--- src/rtl/rfs_pkg.sv ---
package rfs_pkg;
    typedef enum logic [1:0] {
        RFS_IDLE    = 2'd0,
        RFS_ISSUE   = 2'd1,
        RFS_RECOVER = 2'd2
    } rfs_state_t;
endpackage

--- src/rtl/rfs_interval_timer.sv ---
module rfs_interval_timer #(
    parameter int INTV_W = 16
) (
    input  logic              clk,
    input  logic              rst_n,
    input  logic [INTV_W-1:0] base_interval,
    input  logic [1:0]        interval_sel,
    output logic              tick
);
    logic [INTV_W-1:0] period;
    logic [INTV_W-1:0] cnt;

    always_comb begin
        period = base_interval >> interval_sel;
        if (period == '0) period = {{(INTV_W-1){1'b0}}, 1'b1};
    end

    // >= so a period shortened mid-count still fires at once
    assign tick = (cnt >= period - 1'b1);

    always_ff @(posedge clk or negedge rst_n) begin
        if (!rst_n)    cnt <= '0;
        else if (tick) cnt <= '0;
        else           cnt <= cnt + 1'b1;
    end

    AST_TICK_SPACING: assert property (@(posedge clk) disable iff (!rst_n)
        tick |=> (!tick || period == {{(INTV_W-1){1'b0}}, 1'b1}));
endmodule

--- src/rtl/rfs_owed_ctr.sv ---
module rfs_owed_ctr #(
    parameter int MAX_POSTPONE = 8
) (
    input  logic clk,
    input  logic rst_n,
    input  logic inc,
    input  logic dec,
    output logic [$clog2(MAX_POSTPONE+1)-1:0] owed,
    output logic stall
);
    localparam int OW_W = $clog2(MAX_POSTPONE+1);
    localparam logic [OW_W:0] SAT = {1'b0, {OW_W{1'b1}}};

    logic [OW_W:0] sum;

    always_comb begin
        sum = {1'b0, owed} + {{OW_W{1'b0}}, inc} - {{OW_W{1'b0}}, dec};
        if (sum > SAT) sum = SAT;
    end

    always_ff @(posedge clk or negedge rst_n) begin
        if (!rst_n) owed <= '0;
        else        owed <= sum[OW_W-1:0];
    end

    assign stall = ({1'b0, owed} >= (OW_W+1)'(MAX_POSTPONE));

    AST_OWED_HOLD: assert property (@(posedge clk) disable iff (!rst_n)
        (!inc && !dec) |=> $stable(owed));
    AST_NO_UNDERFLOW: assert property (@(posedge clk) disable iff (!rst_n)
        dec |-> owed != '0);
endmodule

--- src/rtl/rfs_row_ctr.sv ---
module rfs_row_ctr #(
    parameter int ROW_W = 11
) (
    input  logic             clk,
    input  logic             rst_n,
    input  logic             step,
    output logic [ROW_W-1:0] row
);
    // natural overflow gives the wrap from the last row to row 0
    always_ff @(posedge clk or negedge rst_n) begin
        if (!rst_n)    row <= '0;
        else if (step) row <= row + 1'b1;
    end
endmodule

--- src/rtl/dram_refresh_sched.sv ---
module dram_refresh_sched
    import rfs_pkg::*;
#(
    parameter int ROW_W        = 11,
    parameter int INTV_W       = 16,
    parameter int TRFC_W       = 8,
    parameter int MAX_POSTPONE = 8
) (
    input  logic              clk,
    input  logic              rst_n,
    input  logic [INTV_W-1:0] base_interval,
    input  logic [1:0]        interval_sel,
    input  logic [TRFC_W-1:0] trfc_cycles,
    input  logic              banks_idle,
    output logic              ref_cmd,
    output logic [ROW_W-1:0]  ref_row,
    output logic              refresh_active,
    output logic [$clog2(MAX_POSTPONE+1)-1:0] owed_count,
    output logic              stall_req
);
    localparam logic [TRFC_W-1:0] TWO = TRFC_W'(2);

    rfs_state_t        state, state_nx;
    logic [TRFC_W-1:0] rec_cnt;
    logic              tick;

    rfs_interval_timer #(.INTV_W(INTV_W)) u_timer (
        .clk(clk), .rst_n(rst_n), .base_interval(base_interval),
        .interval_sel(interval_sel), .tick(tick)
    );

    rfs_owed_ctr #(.MAX_POSTPONE(MAX_POSTPONE)) u_owed (
        .clk(clk), .rst_n(rst_n), .inc(tick), .dec(ref_cmd),
        .owed(owed_count), .stall(stall_req)
    );

    rfs_row_ctr #(.ROW_W(ROW_W)) u_row (
        .clk(clk), .rst_n(rst_n), .step(ref_cmd), .row(ref_row)
    );

    always_comb begin
        state_nx = state;
        unique case (state)
            RFS_IDLE:    if (owed_count != '0 && banks_idle) state_nx = RFS_ISSUE;
            RFS_ISSUE:   state_nx = RFS_RECOVER;
            RFS_RECOVER: if (rec_cnt == '0) state_nx = RFS_IDLE;
            default:     state_nx = RFS_IDLE;
        endcase
    end

    always_ff @(posedge clk or negedge rst_n) begin
        if (!rst_n) state <= RFS_IDLE;
        else        state <= state_nx;
    end

    // ISSUE counts as the first window cycle, so RECOVER runs trfc-1 cycles
    always_ff @(posedge clk or negedge rst_n) begin
        if (!rst_n)                   rec_cnt <= '0;
        else if (state == RFS_ISSUE)  rec_cnt <= (trfc_cycles < TWO) ? '0 : trfc_cycles - TWO;
        else if (rec_cnt != '0)       rec_cnt <= rec_cnt - 1'b1;
    end

    always_comb begin
        ref_cmd        = 1'b0;
        refresh_active = 1'b0;
        unique case (state)
            RFS_IDLE:    ;
            RFS_ISSUE:   begin ref_cmd = 1'b1; refresh_active = 1'b1; end
            RFS_RECOVER: refresh_active = 1'b1;
            default:     ;
        endcase
    end

    AST_REF_NEEDS_IDLE: assert property (@(posedge clk) disable iff (!rst_n)
        ref_cmd |-> $past(banks_idle));
    AST_REF_SINGLE: assert property (@(posedge clk) disable iff (!rst_n)
        ref_cmd |=> (!ref_cmd && refresh_active));
    AST_ROW_STEP: assert property (@(posedge clk) disable iff (!rst_n)
        ref_cmd |=> ref_row == $past(ref_row) + 1'b1);
    AST_ROW_HOLD: assert property (@(posedge clk) disable iff (!rst_n)
        !ref_cmd |=> $stable(ref_row));
    AST_GAP_AFTER_WINDOW: assert property (@(posedge clk) disable iff (!rst_n)
        $fell(refresh_active) |-> !ref_cmd);
endmodule

--- config.mk ---
export PLATFORM = sky130hd
export DESIGN_NAME = dram_refresh_sched
export DESIGN_NICKNAME = d
export VERILOG_FILES = /design/src/rtl/rfs_pkg.sv /design/src/rtl/rfs_interval_timer.sv /design/src/rtl/rfs_owed_ctr.sv /design/src/rtl/rfs_row_ctr.sv /design/src/rtl/dram_refresh_sched.sv
export SDC_FILE = /design/constraint.sdc
export NUM_CORES = 1
export LEC_CHECK = 0
export BUFFER_PORTS_ARGS = -buffer_cell sky130_fd_sc_hd__buf_2
export CELL_PAD_IN_SITES_DETAIL_PLACEMENT = 0
export CELL_PAD_IN_SITES_GLOBAL_PLACEMENT = 1
export CORE_MARGIN = 2
export CORE_UTILIZATION = 45
export CTS_CLUSTER_SIZE = 25
export DETAILED_ROUTE_END_ITERATION = 8
export PLACE_DENSITY_LB_ADDON = 0.1
export SLEW_MARGIN = 10
export SYNTH_ARGS = -nofsm -noshare
export SYNTH_HDL_FRONTEND = slang
export SYNTH_SLANG_ARGS = --single-unit
export TNS_END_PERCENT = 30
--- constraint.sdc ---
create_clock -name clk -period 4.84 [get_ports clk]
set_clock_uncertainty 0.15 [all_clocks]
set_input_delay 0.968 -clock clk [delete_from_list [all_inputs] [get_ports clk]]
set_output_delay 0.968 -clock clk [all_outputs]
set_load 0.1 [all_outputs]
======== Word-level counts from Yosys, hierarchy flattened ========
Cells that the tools add are included.
operators by class
  divide/modulo/power cells ............... 0
  $lt $le $gt $ge ......................... 4
  shift-type cells ........................ 1
  multiply operators ...................... 0
  eq/ne operators ......................... 4
  muxes and demuxes ....................... 11
  add/subtract/negate cells ............... 7
  reduce and logical (&&, ||, !) cells .... 9
  bitwise logic cells ..................... 0
operator list
  operator                                                                number
  16-bit 2-to-1 mux                                                       2
  8-bit 2-to-1 mux                                                        3
  16-bit by 1-bit adder with 16-bit output (second input constant)        1
  16-bit greater-or-equal comparator                                      1
  16-bit logical NOT                                                      1
  16-bit by 2-bit >> shifter with 16-bit output                           1
  16-bit by 1-bit subtractor with 16-bit output (second input constant)   1
  11-bit by 1-bit adder with 11-bit output (second input constant)        1
  8-bit logical NOT                                                       1
  8-bit by 2-bit < comparator with 1-bit output (second input constant)   1
  8-bit nonzero test                                                      1
  8-bit by 1-bit subtractor with 8-bit output (second input constant)     1
  8-bit by 2-bit subtractor with 8-bit output (second input constant)     1
  2-bit one-hot mux with 3 select lines                                   1
  4-bit by 1-bit adder with 5-bit output                                  1
  5-bit by 4-bit > comparator with 1-bit output (second input constant)   1
  5-bit by 1-bit subtractor with 5-bit output                             1
  4-bit greater-or-equal comparator (second input constant)               1
  2-bit 2-to-1 mux                                                        2
  4-bit 2-to-1 mux                                                        1
  2-bit != test (second input constant)                                   2
  4-bit nonzero test                                                      1
  2-bit by 1-bit equality test with 1-bit output (second input constant)  1
  2-bit equality test (second input constant)                             1
  6 further kinds                                                         7
storage, ports and cells
  bits in latches ......................... 0
  memory bits (writable) .................. 0
  output and inout bits ................... 18
  memories ................................ 0
  bits in registers ....................... 41
  ROM bits ................................ 0

======== Logic depth before layout (Yosys ltp) ========
Gate-level depths: netlist of run 1.
  depth in word-level cells ............... 9
  depth in mapped cells ................... 30
  mapped depth without buffers ............ 28

======== Modules after synthesis ========
Synthesis of run 1 repeated with hierarchy kept, for this count alone.
unflattened totals
  cells, all modules ...................... 394
  area total of the unflattened synthesis .. 3579.7 um^2
by module, submodules not included
  module              seq. area each (um^2)  times used  cells an instance  area each (um^2)
  rfs_interval_timer  400.4                  1           241                2025.7
  dram_refresh_sched  250.2                  1           81                 748.2
  rfs_row_ctr         275.3                  1           40                 496.7
  rfs_owed_ctr        100.1                  1           32                 309.0

======== Worst setup path after synthesis of run 1 ========
No wires, ideal clock.
  path type ............................... input -> register
  start ................................... input port interval_sel[1]
  end ..................................... register u_owed.owed[0]
  setup time .............................. 0.130 ns
  buffers on the path ..................... 4
  cell stages on the path ................. 29
  setup slack ............................. -1.317 ns
  data required time ...................... 4.560 ns
  data arrival time ....................... 5.877 ns
  cell sequence ........................... buf_6 -> buf_8 -> clkbuf_1 -> buf_2 -> mux2i_1 -> and2_1 -> a2bb2oi_1 -> ha_1 -> nand2_1 -> a2111oi_4 -> a41oi_1 -> a21oi_1 -> o21ai_1 -> ha_1 -> a21o_1 -> a21o_1 -> a21oi_1 -> a21boi_0 -> ha_1 -> inv_1 -> ha_1 -> inv_1 -> fa_1 -> inv_1 -> a21oi_1 -> nor2_1 -> nor2_1 -> xnor2_1 -> nand2b_1
between the ends
  word-level cells in the longest chain between the ends .. 9
RTL lines
  what                                               RTL line                  RTL
  start, declared                                    dram_refresh_sched.sv:12  input logic [1:0] interval_sel,
  16-bit by 2-bit >> shifter with 16-bit output (*)  rfs_interval_timer.sv:14  period = base_interval >> interval_sel;
  16-bit logical NOT                                 rfs_interval_timer.sv:15  if (period == '0) period = {{(INTV_W-1){1'b0}}, 1'b1};
  16-bit 2-to-1 mux (*)                              rfs_interval_timer.sv:15
  16-bit by 1-bit subtractor with 16-bit output (*)  rfs_interval_timer.sv:19  assign tick = (cnt >= period - 1'b1);
  16-bit greater-or-equal comparator (*)             rfs_interval_timer.sv:19
  4-bit by 1-bit adder with 5-bit output (*)         rfs_owed_ctr.sv:17        sum = {1'b0, owed} + {{OW_W{1'b0}}, inc} - {{OW_W{1'b0}}, dec};
  5-bit by 1-bit subtractor with 5-bit output (*)    rfs_owed_ctr.sv:17
  5-bit by 4-bit > comparator with 1-bit output      rfs_owed_ctr.sv:18        if (sum > SAT) sum = SAT;
  4-bit 2-to-1 mux (*)                               rfs_owed_ctr.sv:18
  net u_owed.sum[0]                                  rfs_owed_ctr.sv:14        logic [OW_W:0] sum;
  end signal, assigned                               rfs_owed_ctr.sv:23        else owed <= sum[OW_W-1:0];
  end, declared                                      rfs_owed_ctr.sv:8         output logic [$clog2(MAX_POSTPONE+1)-1:0] owed,
Mark *: on every way through the listed nets, which the timed path passes. The rest lies on a longest branch.
A chain may end at the register's enable or synchronous reset.

======== Worst setup path after layout of run 1 ========
Ends and elaborated chain as after synthesis.

==> results.py, run 1 <==
metrics = {
    "critical_path": {
        "worst-path-max-fanout": 5,
        "slowest_delay_ns": 0.50,
        "endpoint_kind": "register",
        "cp-start-kind": "input pin",
        "crit_type": "input pin to register",
        "cp_data_arrival_time_ns": 5.47,
        "cp_slowest_cell": "mux4_2",
        "crit_required_ns": 4.87,
    },
    "die": {
        "rows": 32,
        "die_w_um": 94.46,
        "io_pins": 47,
        "start_util_pct": 46.92,
        "fp.dieH_um": 94.46,
        "die_area_um2": 8923,
        "core_area_um2": 7848,
    },
    "power": {
        "peakVddDrop_mv": 0.5001,
        "leakage_nw": 2.187,
        "power_density_nw_per_um2": 440.7,
        "totalPowerFinal_mw": 2.017,
    },
    "clock_tree": {
        "cts_tree": "yes",
        "clk_pin_slew_worst_paths_ns": 0.08,
        "clk_path_buf_depth": 2,
        "cts_hold_buf": 0,
        "post-cts-setup-buffers": 0,
        "clock_sinks": 41,
        "cts_buffers": 5,
        "cts-root-buf": "clkbuf_8",
        "htreeDepth": 2,
        "clk_latency_ns": 0.30,
    },
    "synthesis": {
        "yosysSeqAreaShare_pct": 27.86,
        "synthFlopType": "dfrtp_1",
        "synth_nets": 493,
        "synth_async_sr_flop_share_pct": 100.0,
        "synth_warnings": 0,
        "syn_avg_cell_area_um2": 8.544,
        "synth_area_um2": 3682,
        "synth-edff-count": 0,
        "syn-instance-count": 431,
        "ys_ff_latch": 41,
        "ys_types": 55,
    },
    "route": {
        "drcViolationCount": 0,
        "drt-pass1-iter-count": 5,
        "antenna_left": 0,
        "vias": 3428,
        "drt_iter0_drc": 108,
        "vias_per_cell": 5.407,
        "wire_per_inst_um": 14.13,
        "totalWireLength_mm": 8.958,
    },
    "sta": {
        "setup_viol": 4,
        "tightestPinTransition_ns": 0.9012,
        "max_slew_margin_pct": 39.92,
        "slew_viol_final": 0,
        "finalSetupTns_ns": -2.358,
        "post-route-min-period_ns": 5.435,
        "fmax_ghz": 0.1840,
        "rsz0062_at_grt": "yes",
        "whs_ns": 0.3210,
        "fin_crit_sh_pct": 112.3,
        "timing.final.hold_violations": 0,
        "setup_ws_ns": -0.5950,
    },
    "finish": {
        "utilization_pct": 58.32,
        "diodes": 0,
        "syn_to_final_growth_pct": 24.29,
        "fin_nets": 594,
        "fin_cells": 634,
        "drive_above_1_share_pct": 26.88,
    },
    "global_routing": {
        "grt_pass1_vias": 3308,
        "gr-total-overflow": 0,
        "global_route.usage.total_pct": 21.42,
        "grt_start_max_net_pins": 42,
        "grt_pass1_wl_mm": 15.47,
        "antenna_found_initial": 0,
    },
    "flow_run": {
        "drv_cap": 0,
    },
    "run_status": {
        "status": "complete, but fails checks",
        "failed_checks": "setup timing",
    },
    "placed_design": {
        "port_buffers": 46,
        "gp_congestion": 0.9139,
        "hpwl_mm": 7.002,
        "dp_cells": 627,
    },
    "min_path": {
        "holdCritPathClass": "register to register",
    },
}
-- critical path, delay by kind of cell --
| family | cells | cell delay [ns] |
|---|---|---|
| adders and majority gates | 5 | 1.18 |
| buffers and inverters | 4 | 0.29 |
| AOI/OAI and AO/OA | 12 | 1.93 |
| xor gates and xnor gates | 1 | 0.18 |
| and+or+nand+nor | 5 | 0.42 |
| muxes | 1 | 0.50 |
-- metal layers --
metal	global-route usage, %	vias up	share of wire (%)
met5	0	-	0
met4	4.710	0	0.92
met3	3.352	9	3.1
met2	37.32	47	51
met1	28.11	1624	45
li1	-	1748	-
-- final cells by class --
class,instances,area (um2)
timing repair buffer,108,699.4
clock buffer,6,82.58
inverter,25,93.84
multi-input combinational,351,2540
fill,778,3271
tap,102,127.6
clock inverter,1,7.507
sequential,41,1026
-- path summary, 6_finish.rpt --
path,slack [ns],from,cells past startpoint,end
worst min-delay path,0.32,u_row.row[10]$_DFFE_PN0P_,1,u_row.row[10]$_DFFE_PN0P_
min in group asynchronous,0.64,rst_n,1,u_timer.cnt[2]$_DFF_PN0_
worst min register to register,0.32,u_row.row[10]$_DFFE_PN0P_,1,u_row.row[10]$_DFFE_PN0P_
worst max register to register,1.50,u_timer.cnt[0]$_DFF_PN0_,19,u_owed.owed[0]$_DFF_PN0_
max in group asynchronous,3.33,rst_n,1,state[0]$_DFFE_PN0P_
worst max-delay path,-0.60,interval_sel[1],28,u_owed.owed[0]$_DFF_PN0_
-- cells in the mapped netlist, types with 5 or more instances --
library cell   n  area, um2
a211o_1        5      43.79
a21o_1         5      37.54
a21oi_1       43      215.2
clkbuf_1       7      26.28
dfrtp_1       41       1026
ha_1          32      400.4
inv_1         25      93.84
mux2_2         6      67.56
mux2i_1       13      130.1
nand2_1       54      202.7
nand2b_1       6      37.54
nand3_1       16      80.08
nand4_1        9      56.30
nor2_1        29      108.9
nor3_1        11      55.05
o21ai_0       11      55.05
or3_1          5      31.28
xnor2_1       28      245.2
xor2_1        12      105.1
-- power breakdown --
part | leakage [nW] | internal, mW | switching (mW)
clock | 0.0433 | 0.113 | 0.119
sequential | 0.514 | 0.454 | 0.123
combinational | 1.63 | 0.406 | 0.802
total | 2.19 | 0.972 | 1.04
-- registers in the layout (all words and copies together) (netlist names) --
name,cells
u_timer.cnt,16
state,2
u_row.row,11
rec_cnt,8
u_owed.owed,4
-- metrics by stage --
stage          setup slack [ns]  area, um2
6_report                -0.5950       4577
4_1_cts                 -0.6179       4573
3_3_place_gp            -0.9035       4476
3_5_place_dp             -1.029       4476
5_1_grt                 -0.9591       4577
2_1_floorplan           -0.7065       3766
-- what timing repair did --
item,in CTS,in global routing
setup endpoints to repair,4,4
cloned,0,0
gates resized for setup,1,1
endpoints found under the hold margin,0,0
-- cell usage in the layout, fill, tap and decap left out, drive strengths merged, types with 3 or more instances in the layout --
cell,n
buf,108
xor2,12
a211o,5
xnor2,28
mux2i,14
inv,25
nand2,54
o21a,4
nand3,16
a21oi,44
a41oi,3
ha,32
and4,4
a31oi,4
clkbuf,6
and2,4
o211ai,4
nor2,29
o2111ai,3
nand2b,6
o21ai,14
or3b,3
or3,7
and3,4
nor3,11
mux2,6
a21o,5
dfrtp,41
nand4,9
-- logic make-up (layout without fill, tap and decap cells) --
| family | after synthesis | in the layout | share of synthesized area, % |
|---|---|---|---|
| and+or+nand+nor | 153 | 153 | 20.32 |
| AOI/OAI and AO/OA | 103 | 103 | 19.16 |
| DFF | 41 | 41 | 27.86 |
| xor gates and xnor gates | 40 | 40 | 9.514 |
| buffers and inverters | 39 | 140 | 4.553 |
| adders and majority gates | 33 | 33 | 11.42 |
| muxes | 22 | 22 | 7.169 |
Note: power is estimated with default switching activity, not from simulation.
==> run 2, diff against run 1 <==
- SYNTH_HIERARCHICAL: default -> 1
==> run 2 against run 1 <==
Clock-buffer cell count shrank 1; power shrank 0.39%; final cell count shrank 4.9%; sequential power grew 3.8%; synthesized area shrank 2.8%; first-iteration DRC count shrank 10%; worst hold slack gained 0.012 ns; die area shrank 2.7%; largest power group unchanged; sequential share of layout area shrank 0.41 points; clock power shrank 2%; the run still ends with setup timing left; utilization grew 2.0 points; design area grew 1.9%; critical path type unchanged.
==> results.py, run 2 <==
metrics = {
    "run_status": {
        "status": "complete, but fails checks",
        "failed_checks": "setup timing",
    },
    "route": {
        "totalWireLength_mm": 8.555,
        "drt_iter0_drc": 97,
        "vias": 3271,
        "vias_per_cell": 5.425,
        "wire_per_inst_um": 14.19,
        "antenna_left": 0,
        "drcViolationCount": 0,
        "drt-pass1-iter-count": 4,
    },
    "global_routing": {
        "antenna_found_initial": 0,
        "grt_start_max_net_pins": 42,
        "grt_pass1_wl_mm": 14.59,
        "global_route.usage.total_pct": 20.45,
        "gr-total-overflow": 0,
        "grt_pass1_vias": 3183,
    },
    "critical_path": {
        "crit_required_ns": 4.87,
        "worst-path-max-fanout": 7,
        "cp-start-kind": "input pin",
        "endpoint_kind": "register",
        "cp_data_arrival_time_ns": 4.89,
        "crit_type": "input pin to register",
    },
    "finish": {
        "largest_reg_flops": 16,
        "final_common_cell": "buf_4",
        "nFillCells": 675,
        "drive_above_1_share_pct": 32.93,
        "diodes": 0,
        "fin_nets": 560,
        "top_regs": "u_timer/cnt: 16 flops, u_row/row: 11 flops, rec_cnt: 8 flops",
        "syn_to_final_growth_pct": 30.27,
        "fin_area_um2": 4663,
        "final_cell_mix": "59 x buf_4, 45 x buf_2, 41 x dfrtp_1",
        "largest_register": "u_timer/cnt",
    },
    "sta": {
        "timing.final.hold_violations": 0,
        "slew_viol_final": 0,
        "setup_viol": 4,
        "rsz0062_at_grt": "yes",
        "fin_crit_sh_pct": 100.5,
        "post-route-min-period_ns": 4.866,
        "max_slew_margin_pct": 37.55,
        "whs_ns": 0.3330,
        "fmax_ghz": 0.2055,
        "setup_ws_ns": -0.02620,
        "tightestPinTransition_ns": 0.9368,
    },
    "placed_design": {
        "postPlaceCellArea_um2": 4398,
        "port_buffers": 46,
        "gp_congestion": 0.7912,
        "hpwl_mm": 6.404,
    },
    "power": {
        "peakVddDrop_mv": 0.8868,
        "totalPowerFinal_mw": 2.009,
        "leakage_nw": 2.228,
        "power_density_nw_per_um2": 430.9,
    },
    "die": {
        "die_area_um2": 8684,
        "fp.dieH_um": 93.19,
        "die_w_um": 93.19,
        "core_area_um2": 7727,
        "rows": 32,
        "start_util_pct": 46.32,
        "io_pins": 47,
    },
    "synthesis": {
        "synth_async_sr_flop_share_pct": 100.0,
        "synthFlopType": "dfrtp_1",
        "yosysSeqAreaShare_pct": 28.66,
        "synth_most_common_cell": "dfrtp_1",
        "synth-edff-count": 0,
        "syn_avg_cell_area_um2": 9.085,
        "yosysTopAreaCell": "dfrtp_1",
        "synth_warnings": 6,
        "ys_ff_latch": 41,
        "synth_nets": 454,
        "synth.cells.most_frequent": "41 x dfrtp_1, 36 x nand2_1, 30 x ha_1",
        "synth_area_um2": 3580,
        "ys_types": 60,
        "synth.area.top_cells": "dfrtp_1 29%, ha_1 10%, xnor2_1 5.4%",
        "syn-instance-count": 394,
        "synth_top_area_share_pct": 28.66,
    },
    "clock_tree": {
        "clk_latency_ns": 0.30,
        "cts_tree": "yes",
        "cts-root-buf": "clkbuf_8",
        "clk_path_buf_depth": 2,
        "clk_pin_slew_worst_paths_ns": 0.09,
        "cts_hold_buf": 0,
        "htreeDepth": 2,
        "clock_sinks": 41,
        "cts_buffers": 5,
    },
    "flow_run": {
        "drv_cap": 0,
    },
    "min_path": {
        "holdCritPathClass": "register to register",
    },
}
[run 2: cell type report]
cell class	count	area (um2)	area share, %
clock buffer	5	68.82	1.476
clock inverter	3	17.52	0.3756
inverter	23	86.33	1.851
multi-input combinational	319	2589	55.51
sequential	41	1026	22.00
tap	102	127.6	2.737
timing repair buffer	110	748.2	16.05
[run 2: path summary, 6_finish.rpt]
path,from,endpoint,slack (ns),cells past startpoint
max,interval_sel[1],u_owed/owed[1]$_DFF_PN0_,-0.03,24
min,u_row/row[10]$_DFFE_PN0P_,u_row/row[10]$_DFFE_PN0P_,0.33,1
max reg2reg,u_timer/cnt[5]$_DFF_PN0_,u_owed/owed[1]$_DFF_PN0_,2.00,13
min reg2reg,u_row/row[10]$_DFFE_PN0P_,u_row/row[10]$_DFFE_PN0P_,0.33,1
max in group asynchronous,rst_n,rec_cnt[0]$_DFFE_PN0P_,3.29,1
min in group asynchronous,rst_n,u_timer/cnt[13]$_DFF_PN0_,0.66,1
[run 2: worst max-delay path, cell delays in order]
cell and delay (ns):
buf_12 0.11, buf_4 0.14, nand3b_1 0.20, o21ai_2 0.09, nand4bb_4 0.16, inv_2 0.05
a221oi_2 0.30, ha_2 0.26, nand2_4 0.09, nor4b_4 0.34, xnor2_2 0.16, o211ai_2 0.11
ha_1 0.29, a21o_1 0.19, a21oi_2 0.18, o211ai_1 0.15, a21o_1 0.21, ha_2 0.17
inv_2 0.05, fa_2 0.18, nand2b_4 0.12, a21oi_4 0.05, xnor2_2 0.21, nand2_1 0.09
[run 2: power breakdown]
group	switching [mW]	total [mW]	internal, mW
logic	0.768	1.18	0.415
registers	0.147	0.599	0.453
clock network	0.127	0.227	0.0998
total	1.04	2.01	0.968
[run 2: cell families (layout without fill, tap and decap cells)]
kind of cell,count (synthesis),count (layout),share of synthesized area [%]
buf+inv,34,141,3.740
compound gates,85,85,17.51
xor+xnor,40,40,9.787
mux,26,26,8.284
flops,41,41,28.66
simple gates,137,137,20.97
fa+ha+maj,31,31,11.05
[run 2: metrics by stage]
step | cells | setup TNS (ns) | utilization (%) | setup WS, ns
final | 603 | -0.05970 | 60.35 | -0.02620
after floorplan | 394 | -1.573 | - | -0.3953
after detailed placement | 585 | -1.674 | 56.91 | -0.4263
after CTS | 596 | 0 | 58.69 | 0.004790
after global routing | 603 | -1.254 | 60.35 | -0.3256
after global placement | 585 | -1.234 | 56.91 | -0.3113
[run 2: what timing repair did]
item | in CTS | in global routing
resized for setup | 9 | 17
pin swaps | 14 | 21
setup buffers | 3 | 7
setup endpoints to repair | 4 | 4
[run 2: metal layers]
layer	part of all wire (%)	global-route usage, %
met4	0.89	3.799
met1	46	26.62
met5	0	0
met2	50	36.41
met3	2.5	2.901
==> run 3, diff against run 2 <==
- clock period: 4.84 -> 5.4 ns (I/O delays scaled with it)
==> run 3 against run 2 <==
The run now ends clean; clock power up 15%; via count is 5.7% lower; first-iteration DRC count is 21% higher; power shrank 10%; final cell count fell by 7.5%; combinational power fell by 14%; clock-buffer cell count is 1 higher; critical path type unchanged.
==> results.py, run 3 (same netlist as run 2, synthesis figures left out) <==
metrics = {
    "finish": {
        "largest_register": "u_timer/cnt",
        "multi_input_area_um2": 2530,
        "diodes": 0,
        "nFillCells": 722,
        "syn_to_final_growth_pct": 19.36,
        "seqCellArea_um2": 1026,
        "final_cell_mix": "45 x buf_2, 41 x dfrtp_1, 35 x nand2_1",
        "drive_above_1_share_pct": 23.90,
        "top_regs": "u_timer/cnt: 16 flops, u_row/row: 11 flops, rec_cnt: 8 flops",
        "final_common_cell": "buf_2",
        "largest_reg_flops": 16,
        "fin_nets": 515,
    },
    "critical_path": {
        "cp_data_arrival_time_ns": 5.08,
        "rr_startpoint": "state[1]$_DFFE_PN0P_",
        "r2r-end": "u_owed/owed[0]$_DFF_PN0_",
        "cp-startpoint": "interval_sel[1]",
        "rr_worst_depth": 11,
        "crit_type": "input pin to register",
        "endpoint_kind": "register",
        "cp-start-kind": "input pin",
        "critPathCapture": "u_owed/owed[0]$_DFF_PN0_",
        "worst-path-max-fanout": 18,
        "rrSetupSlack_ns": 2.40,
        "crit_required_ns": 5.43,
    },
    "route": {
        "antenna_left": 0,
        "drt-pass1-iter-count": 4,
        "totalWireLength_mm": 8.003,
        "vias": 3083,
        "drcViolationCount": 0,
        "vias_per_cell": 5.525,
        "drt_iter0_drc": 117,
        "wire_per_inst_um": 14.34,
    },
    "sta": {
        "tightestPinTransition_ns": 0.9845,
        "fmax_ghz": 0.1977,
        "setup_viol": 0,
        "timing.final.hold_violations": 0,
        "whs_ns": 0.3225,
        "post-route-min-period_ns": 5.059,
        "fin_crit_sh_pct": 93.68,
        "slew_viol_final": 0,
        "max_slew_margin_pct": 34.36,
        "rsz0062_at_grt": "no",
    },
    "global_routing": {
        "grt_pass1_vias": 3011,
        "grt_start_max_net_pins": 42,
        "grt_pass1_wl_mm": 14.02,
        "gr-total-overflow": 0,
        "antenna_found_initial": 0,
        "global_route.usage.total_pct": 19.86,
    },
    "clock_tree": {
        "cts-root-buf": "clkbuf_8",
        "clock_sinks": 41,
        "cts_tree": "yes",
        "cts_buffers": 5,
        "post-cts-setup-buffers": 0,
        "post_cts_resized": 0,
        "clk_pin_slew_worst_paths_ns": 0.09,
        "htreeDepth": 2,
        "clk_path_buf_depth": 2,
        "cts_hold_buf": 0,
        "clk_latency_ns": 0.30,
    },
    "die": {
        "fp.dieH_um": 93.19,
        "die_w_um": 93.19,
        "core_area_um2": 7727,
        "start_util_pct": 46.32,
        "rows": 32,
        "io_pins": 47,
        "die_area_um2": 8684,
    },
    "flow_run": {
        "drv_cap": 0,
    },
    "placed_design": {
        "port_buffers": 46,
        "gp_congestion": 0.8109,
        "hpwl_mm": 6.183,
    },
    "min_path": {
        "holdCritPathClass": "register to register",
        "min-delay-start": "u_row/row[10]$_DFFE_PN0P_",
    },
    "power": {
        "power_density_nw_per_um2": 423.0,
        "leakage_nw": 2.004,
        "totalPowerFinal_mw": 1.807,
        "peakVddDrop_mv": 0.4616,
    },
    "run_status": {
        "status": "finished, final reports clean",
    },
}
-- run 3: area by class of cell --
class | count | area share (%)
timing repair buffer | 65 | 8.960
tap | 102 | 2.987
multi-input combinational | 319 | 59.21
clock inverter | 2 | 0.8785
clock buffer | 6 | 1.933
sequential | 41 | 24.01
inverter | 23 | 2.020
-- run 3: stage by stage --
stage	std cells	setup TNS, ns	util, %	setup slack (ns)	instance area [um2]
final	558	0	55.29	0.3414	4273
after global placement	550	0	53.48	0.05470	4133
after CTS	558	0	55.04	0.2662	4253
after global routing	558	0	55.29	0.008669	4273
after detailed placement	550	-0.1672	53.48	-0.04598	4133
after floorplan	394	0	-	0.02258	3702
-- run 3: critical path, cell delays in order --
cell and delay [ns]:
clkbuf_4 0.17, buf_6 0.20, nor4b_1 0.42, o211ai_1 0.19, a21oi_2 0.20, a221oi_2 0.09, ha_2 0.21, nand2_4 0.11
nor2_4 0.06, a211oi_1 0.26, a211oi_1 0.09, ha_1 0.18, a21o_1 0.17, a21o_1 0.18, a21oi_2 0.17, o211ai_1 0.13
a21o_1 0.21, ha_1 0.21, inv_1 0.07, fa_2 0.20, nand2b_4 0.13, a21oi_4 0.06, xnor2_2 0.19, nand2b_1 0.07
-- run 3: report_power, final --
part | switching, mW | leakage [nW] | total [mW] | internal (mW)
combinational | 0.673 | 1.43 | 1.01 | 0.338
clock | 0.112 | 0.0574 | 0.262 | 0.150
sequential | 0.128 | 0.518 | 0.534 | 0.406
-- run 3: worst min-delay path by stage --
stage | end | slack (ns) | depth (start not counted)
2_1_floorplan | u_timer/cnt[0]$_DFF_PN0_ | 0.34 | 1
3_3_place_gp | u_row/row[10]$_DFFE_PN0P_ | 0.31 | 1
3_5_place_dp | u_row/row[10]$_DFFE_PN0P_ | 0.31 | 1
4_1_cts | u_row/row[10]$_DFFE_PN0P_ | 0.32 | 1
5_1_grt | u_row/row[10]$_DFFE_PN0P_ | 0.33 | 1
6_report | u_row/row[10]$_DFFE_PN0P_ | 0.32 | 1
-- run 3: per-layer routing --
metal  up-vias  part of all wire [%]  global-route usage [%]
met5         -                     0                       0
met4         0                   1.7                   5.392
met3        11                   2.5                   3.062
met2        45                    49                   34.48
met1      1459                    47                   25.75
li1       1568                     -                       -
